## config.mk

```make
export PLATFORM = sky130hd
export DESIGN_NAME = seg_xlate_unit
export DESIGN_NICKNAME = d
export VERILOG_FILES = /design/src/rtl/seg_pkg.sv /design/src/rtl/seg_cfg_reg.sv /design/src/rtl/seg_check.sv /design/src/rtl/seg_walk_fsm.sv /design/src/rtl/seg_xlate_unit.sv
export SDC_FILE = /design/constraint.sdc
export NUM_CORES = 1
export LEC_CHECK = 0
export CORE_MARGIN = 5
export CORE_UTILIZATION = 25
export CTS_CLUSTER_SIZE = 40
export DETAILED_ROUTE_END_ITERATION = 10
export GPL_ROUTABILITY_DRIVEN = 0
export HOLD_SLACK_MARGIN = 0.15
export PLACE_DENSITY = 0.41
export SYNTH_ARGS = -nofsm -noshare
export SYNTH_HDL_FRONTEND = slang
export SYNTH_SLANG_ARGS = --single-unit
```

## constraint.sdc

```tcl
create_clock -name clk -period 3.5 [get_ports clk]
set_clock_uncertainty 0.05 [all_clocks]
set_input_delay 0.35 -clock clk [delete_from_list [all_inputs] [get_ports clk]]
set_output_delay 0.35 -clock clk [all_outputs]
set_load 0.03 [all_outputs]
```

## src/rtl/seg_pkg.sv

```systemverilog
package seg_pkg;
  localparam int WORD_W = 32;

  typedef enum logic [2:0] {
    FLT_NONE   = 3'd0,
    FLT_NULL   = 3'd1,
    FLT_ABSENT = 3'd2,
    FLT_PRIV   = 3'd3,
    FLT_LIMIT  = 3'd4
  } seg_fault_e;

  typedef enum logic [2:0] {
    ST_IDLE,
    ST_RD_LO,
    ST_WT_LO,
    ST_RD_HI,
    ST_WT_HI
  } walk_st_e;
endpackage

```

## src/rtl/seg_cfg_reg.sv

```systemverilog
module seg_cfg_reg #(
  parameter int AW = 32
) (
  input  logic          clk,
  input  logic          rst_n,
  input  logic          we,
  input  logic [AW-1:0] base_in,
  input  logic          pmode_in,
  output logic [AW-1:0] base_q,
  output logic          pmode_q
);
  always_ff @(posedge clk or negedge rst_n) begin
    if (!rst_n) begin
      base_q  <= '0;
      pmode_q <= 1'b0;
    end else if (we) begin
      base_q  <= base_in;
      pmode_q <= pmode_in;
    end
  end
endmodule

```

## src/rtl/seg_check.sv

```systemverilog
module seg_check
  import seg_pkg::*;
#(
  parameter int AW    = 32,
  parameter int IDX_W = 13,
  parameter int LEN_W = 20,
  localparam int OFF_W = AW - IDX_W
) (
  input  logic [WORD_W-1:0] lo_word,
  input  logic [WORD_W-1:0] hi_word,
  input  logic [OFF_W-1:0]  offset,
  input  logic              user,
  output seg_fault_e        fault,
  output logic [AW-1:0]     paddr
);
  localparam int KERN_BIT = LEN_W;
  localparam int PRES_BIT = LEN_W + 1;

  function automatic seg_fault_e judge(input logic [WORD_W-1:0] hi,
                                       input logic [OFF_W-1:0] off,
                                       input logic usr);
    logic [LEN_W:0] off_x, len_x;
    off_x = (LEN_W + 1)'(off);
    len_x = {1'b0, hi[LEN_W-1:0]};
    if (!hi[PRES_BIT])              return FLT_ABSENT;
    else if (hi[KERN_BIT] && usr)   return FLT_PRIV;
    else if (off_x >= len_x)        return FLT_LIMIT;
    else                            return FLT_NONE;
  endfunction

  function automatic logic [AW-1:0] relocate(input logic [WORD_W-1:0] seg_base,
                                             input logic [OFF_W-1:0] off);
    return AW'(seg_base) + AW'(off);
  endfunction

  logic unused_hi_bits;
  assign unused_hi_bits = ^hi_word[WORD_W-1:PRES_BIT+1];

  always_comb begin
    fault = judge(hi_word, offset, user);
    paddr = (fault == FLT_NONE) ? relocate(lo_word, offset) : '0;
  end
endmodule

```

## src/rtl/seg_walk_fsm.sv

```systemverilog
module seg_walk_fsm
  import seg_pkg::*;
#(
  parameter int AW    = 32,
  parameter int IDX_W = 13,
  localparam int OFF_W = AW - IDX_W
) (
  input  logic              clk,
  input  logic              rst_n,
  input  logic [AW-1:0]     tbl_base,
  input  logic              pmode,
  input  logic              req_valid,
  output logic              req_ready,
  input  logic [AW-1:0]     req_addr,
  input  logic              req_user,
  output logic              mem_req_valid,
  input  logic              mem_req_ready,
  output logic [AW-1:0]     mem_req_addr,
  input  logic              mem_rsp_valid,
  input  logic [WORD_W-1:0] mem_rsp_data,
  output logic [WORD_W-1:0] lo_q,
  output logic [OFF_W-1:0]  off_q,
  output logic              user_q,
  input  seg_fault_e        chk_fault,
  input  logic [AW-1:0]     chk_paddr,
  output logic              acc_fire,
  output logic              walk_done,
  output logic              rsp_valid,
  output logic [AW-1:0]     rsp_paddr,
  output seg_fault_e        rsp_fault
);
  walk_st_e         st;
  logic [AW-1:0]    ptr;
  logic [IDX_W-1:0] idx;

  function automatic logic [AW-1:0] slot_addr(input logic [AW-1:0] base,
                                              input logic [IDX_W-1:0] i);
    return base + (AW'(i) << 3);
  endfunction

  assign idx           = req_addr[AW-1 -: IDX_W];
  assign req_ready     = (st == ST_IDLE);
  assign acc_fire      = req_valid && req_ready;
  assign mem_req_valid = (st == ST_RD_LO) || (st == ST_RD_HI);
  assign mem_req_addr  = ptr;
  assign walk_done     = (st == ST_WT_HI) && mem_rsp_valid;

  always_ff @(posedge clk or negedge rst_n) begin
    if (!rst_n) begin
      st        <= ST_IDLE;
      ptr       <= '0;
      lo_q      <= '0;
      off_q     <= '0;
      user_q    <= 1'b0;
      rsp_valid <= 1'b0;
      rsp_paddr <= '0;
      rsp_fault <= FLT_NONE;
    end else begin
      rsp_valid <= 1'b0;
      unique case (st)
        ST_IDLE: if (acc_fire) begin
          if (!pmode) begin
            rsp_valid <= 1'b1;
            rsp_paddr <= req_addr;
            rsp_fault <= FLT_NONE;
          end else if (idx == '0) begin
            rsp_valid <= 1'b1;
            rsp_paddr <= '0;
            rsp_fault <= FLT_NULL;
          end else begin
            ptr    <= slot_addr(tbl_base, idx);
            off_q  <= req_addr[OFF_W-1:0];
            user_q <= req_user;
            st     <= ST_RD_LO;
          end
        end
        ST_RD_LO: if (mem_req_ready) st <= ST_WT_LO;
        ST_WT_LO: if (mem_rsp_valid) begin
          lo_q <= mem_rsp_data;
          ptr  <= ptr + AW'(4);
          st   <= ST_RD_HI;
        end
        ST_RD_HI: if (mem_req_ready) st <= ST_WT_HI;
        ST_WT_HI: if (walk_done) begin
          rsp_valid <= 1'b1;
          rsp_paddr <= chk_paddr;
          rsp_fault <= chk_fault;
          st        <= ST_IDLE;
        end
        default: st <= ST_IDLE;
      endcase
    end
  end
endmodule

```

## src/rtl/seg_xlate_unit.sv

```systemverilog
module seg_xlate_unit
  import seg_pkg::*;
#(
  parameter int AW    = 32,
  parameter int IDX_W = 13,
  parameter int LEN_W = 20
) (
  input  logic              clk,
  input  logic              rst_n,
  input  logic              cfg_we,
  input  logic [AW-1:0]     cfg_base,
  input  logic              cfg_pmode,
  input  logic              req_valid,
  output logic              req_ready,
  input  logic [AW-1:0]     req_addr,
  input  logic              req_user,
  output logic              rsp_valid,
  output logic [AW-1:0]     rsp_paddr,
  output logic [2:0]        rsp_fault,
  output logic              mem_req_valid,
  input  logic              mem_req_ready,
  output logic [AW-1:0]     mem_req_addr,
  input  logic              mem_rsp_valid,
  input  logic [WORD_W-1:0] mem_rsp_data
);
  localparam int OFF_W = AW - IDX_W;

  logic [AW-1:0]     base_q;
  logic              pmode_q;
  logic [WORD_W-1:0] lo_q;
  logic [OFF_W-1:0]  off_q;
  logic              user_q;
  seg_fault_e        chk_fault, fault_q;
  logic [AW-1:0]     chk_paddr;
  logic              acc_fire, walk_done;

  seg_cfg_reg #(.AW(AW)) u_cfg (
    .clk(clk), .rst_n(rst_n), .we(cfg_we), .base_in(cfg_base),
    .pmode_in(cfg_pmode), .base_q(base_q), .pmode_q(pmode_q)
  );

  seg_walk_fsm #(.AW(AW), .IDX_W(IDX_W)) u_walk (
    .clk(clk), .rst_n(rst_n), .tbl_base(base_q), .pmode(pmode_q),
    .req_valid(req_valid), .req_ready(req_ready), .req_addr(req_addr),
    .req_user(req_user), .mem_req_valid(mem_req_valid),
    .mem_req_ready(mem_req_ready), .mem_req_addr(mem_req_addr),
    .mem_rsp_valid(mem_rsp_valid), .mem_rsp_data(mem_rsp_data),
    .lo_q(lo_q), .off_q(off_q), .user_q(user_q),
    .chk_fault(chk_fault), .chk_paddr(chk_paddr),
    .acc_fire(acc_fire), .walk_done(walk_done),
    .rsp_valid(rsp_valid), .rsp_paddr(rsp_paddr), .rsp_fault(fault_q)
  );

  seg_check #(.AW(AW), .IDX_W(IDX_W), .LEN_W(LEN_W)) u_chk_logic (
    .lo_word(lo_q), .hi_word(mem_rsp_data), .offset(off_q),
    .user(user_q), .fault(chk_fault), .paddr(chk_paddr)
  );

  assign rsp_fault = fault_q;
endmodule

```

==> results.sh <==
export IMPL_status="finished, final reports clean"
export IMPL_worstPathMaxFanout=5
export IMPL_async_reset_ff_share_pct=100
export IMPL_cp_start_kind="flop"
export IMPL_num_vias=8089
export IMPL_synth_flop_cell="dfrtp_1"
export IMPL_crit_end="u_walk.rsp_paddr[15]"
export IMPL_portBuffers=173
export IMPL_fin_area_mm2=0.0125
export IMPL_setup_tns_final_ns=0
export IMPL_cts_buffers=17
export IMPL_r2r_start="u_walk.off_q[3]"
export IMPL_viasPerCell=4.76
export IMPL_final_util_pct=33.3
export IMPL_maxCapViolCount=0
export IMPL_grt_max_degree=54
export IMPL_clockRootBuffer="clkbuf_16"
export IMPL_syn_nets=1162
export IMPL_leakage_nw=5.27
export IMPL_final_layout_size_suffix_gt1_share_pct=12.6
export IMPL_p_clk_share_pct=17.4
export IMPL_clk_latency_ns=0.44
export IMPL_area_growth_pct=32.2
export IMPL_avgSynthCellArea_um2=9.41
export IMPL_drv_slew=0
export IMPL_synth_cells=1004
export IMPL_finalWirelength_um=33300
export IMPL_netlist_area_mm2=0.00945
export IMPL_route_detailed_drc=0
export IMPL_coreArea_mm2=0.0375
export IMPL_start_util_pct=25.2
export IMPL_clkSlewWorstSetupHoldPaths_ns=0.06
export IMPL_rsz0062_at_grt="no"
export IMPL_antenna_found_initial=5
export IMPL_vdd_drop_max_uv=378
export IMPL_drt_initial_drc_count=398
export IMPL_final_common_cell="clkdlybuf4s50_1"
export IMPL_clk_path_buf_depth=2
export IMPL_synth_seq_cells=156
export IMPL_reg2reg_depth=8
export IMPL_io_pins=174
export IMPL_r2r_slack_ns=0.53
export IMPL_r2r_end="u_walk.rsp_paddr[15]"
export IMPL_share_comb_of_total_power_pct=53.5
export IMPL_place_hpwl_um=25300
export IMPL_p_sw_w=0.00508
export IMPL_p_int_w=0.00623
export IMPL_setup_viol=0
export IMPL_tritoncts="built"
export IMPL_hold_violations=0
export IMPL_ant_nets=0
export IMPL_grt_pass1_vias=8179
export IMPL_dieHeight_um=204
export IMPL_final_nets=1334
export IMPL_grt_overflow=0
export IMPL_max_freq_ghz=0.336
export IMPL_placed_area_mm2=0.0119
export IMPL_pwr_share_seq_pct=29.1
export IMPL_die_area_mm2=0.0418
export IMPL_num_rows=71
export IMPL_track_usage_pct=16.0
export IMPL_grt_pass1_wl_um=51200
export IMPL_cp_end_kind="flop"
export IMPL_synthDistinctLibCells=76
export IMPL_powerDensity_mw_per_mm2=905
export IMPL_hold_path_class="primary input to asynchronous set/reset pin"
export IMPL_critPathLaunch="u_walk.off_q[3]"
export IMPL_crit_type="flop to flop"
export IMPL_synth_warnings=0
export IMPL_wl_per_cell_um=19.6
export IMPL_max_slew_margin_pct=37.4
export IMPL_post_cts_setup_buffers=0
export IMPL_worst_slew_pin_slew_ns=0.939
export IMPL_cts_sinks=156
export IMPL_crit_required_ns=3.77
export IMPL_seq_area_frac_synth_pct=41.3
export IMPL_swShare_pct=44.9
export IMPL_synth_edf_count=0
export IMPL_fin_crit_ns=2.97
export IMPL_fin_crit_sh_pct=84.9
export IMPL_htreeDepth=4
export IMPL_die_x_um=204
export IMPL_dr_pass1_iters=5
export IMPL_worstPathArrival_ns=3.24
export IMPL_mostFrequentLayoutCells="171 x clkdlybuf4s50_1, 156 x dfrtp_1, 124 x nand2_1, 86 x a21oi_1, 74 x nor2_1"
## metal layers
metal	GRT usage (%)	vias to the layer above	part of all wire [%]
li1	-	3965	-
met1	24.0	3937	52
met2	23.3	157	43
met3	3.90	24	4.2
met4	3.71	6	1.0
met5	0	-	0.084
## Yosys cell counts (10+ instances only)
| cell type | count | share of area [%] |
|---|---|---|
| dfrtp_1 | 156 | 41 |
| nand2_1 | 124 | 4.9 |
| nor2_1 | 75 | 3.0 |
| mux2_2 | 61 | 7.3 |
| nand4_1 | 14 | 0.93 |
| o21ai_0 | 43 | 2.3 |
| xor2_1 | 19 | 1.8 |
| clkbuf_1 | 26 | 1.0 |
| nor3_1 | 18 | 0.95 |
| ha_1 | 52 | 6.9 |
| and3_1 | 16 | 1.1 |
| a31oi_1 | 10 | 0.66 |
| inv_1 | 38 | 1.5 |
| a221oi_1 | 10 | 0.93 |
| buf_2 | 11 | 0.58 |
| a21oi_1 | 88 | 4.7 |
| a21o_1 | 16 | 1.3 |
| xnor2_1 | 35 | 3.2 |
| o22ai_1 | 26 | 1.7 |
| nand3_1 | 20 | 1.1 |
## registers in the layout, indices dropped and copies added (netlist names)
signal,flops
u_walk.mem_req_addr,32
u_walk.rsp_fault,3
u_walk.off_q,19
u_walk.rsp_paddr,32
u_walk.st,3
u_walk.rsp_valid,1
u_walk.user_q,1
u_cfg.pmode_q,1
u_walk.lo_q,32
u_cfg.base_q,32
## worst min path at each step
stage | from | endpoint | slack [ns] | cells after the start
global placement | rst_n | u_walk.off_q[18] | 0.31 | 1
global route | req_addr[13] | u_walk.off_q[13] | 0.43 | 3
floorplan | rst_n | u_cfg.base_q[0] | 0.004 | 0
finish | rst_n | u_walk.off_q[13] | 0.39 | 2
CTS | rst_n | u_walk.off_q[18] | 0.40 | 2
detailed placement | rst_n | u_walk.off_q[18] | 0.31 | 1
## metrics by stage
stage	total power, W	worst slack, ns	hold WS (ns)	std cells
CTS	0.0115	0.641	0.398	1699
detailed placement	0.00941	0.234	0.313	1667
global route	0.0121	0.484	0.426	1700
finish	0.0113	0.527	0.387	1700
floorplan	0.00708	0.992	0.00441	1004
global placement	0.00939	0.316	0.311	1667
## final cells by class
type,count,area (um2)
inverter,38,143
tap,511,639
multi-input combinational,762,5230
timing repair buffer,201,1970
antenna,1,2.50
clock inverter,11,143
clock buffer,20,467
fill,3965,25000
sequential,156,3900
## cells by family (layout without fill, tap and decap cells)
group,after synthesis,after routing,share of synthesized area (%)
and+or+nand+nor,327,327,17.2
AOI/OAI and AO/OA,256,256,17.1
DFF,156,156,41.3
buffers and inverters,86,270,3.64
muxes,71,71,8.46
adders and majority gates,54,54,7.31
xor gates and xnor gates,54,54,5.01
other,0,1,0
## repair_timing
item | CTS | global route
hold buffers | 1 | 0
hold endpoints to repair | 48 | 0
resized for setup | 0 | 0
setup endpoints to repair | 0 | 0
## worst max-delay path: stages (launching register included)
cell and delay, ns:
dfrtp_1 0.40, ha_1 0.35, a21o_1 0.19, a21oi_1 0.47, a21oi_1 0.18, o41ai_1 0.60
o21ai_0 0.28, xnor2_1 0.24, o22ai_1 0.10
## power by group through the flow
stage / sequential (W) / clock, W / combinational (W)
6_report: 0.00329 / 0.00197 / 0.00604
5_1_grt: 0.00341 / 0.00211 / 0.00661
4_1_cts: 0.00330 / 0.00205 / 0.00612
3_5_place_dp: 0.00332 / 0 / 0.00609
3_3_place_gp: 0.00333 / 0 / 0.00606
2_1_floorplan: 0.00381 / 0 / 0.00327
Power figures use the tool's default switching activity.
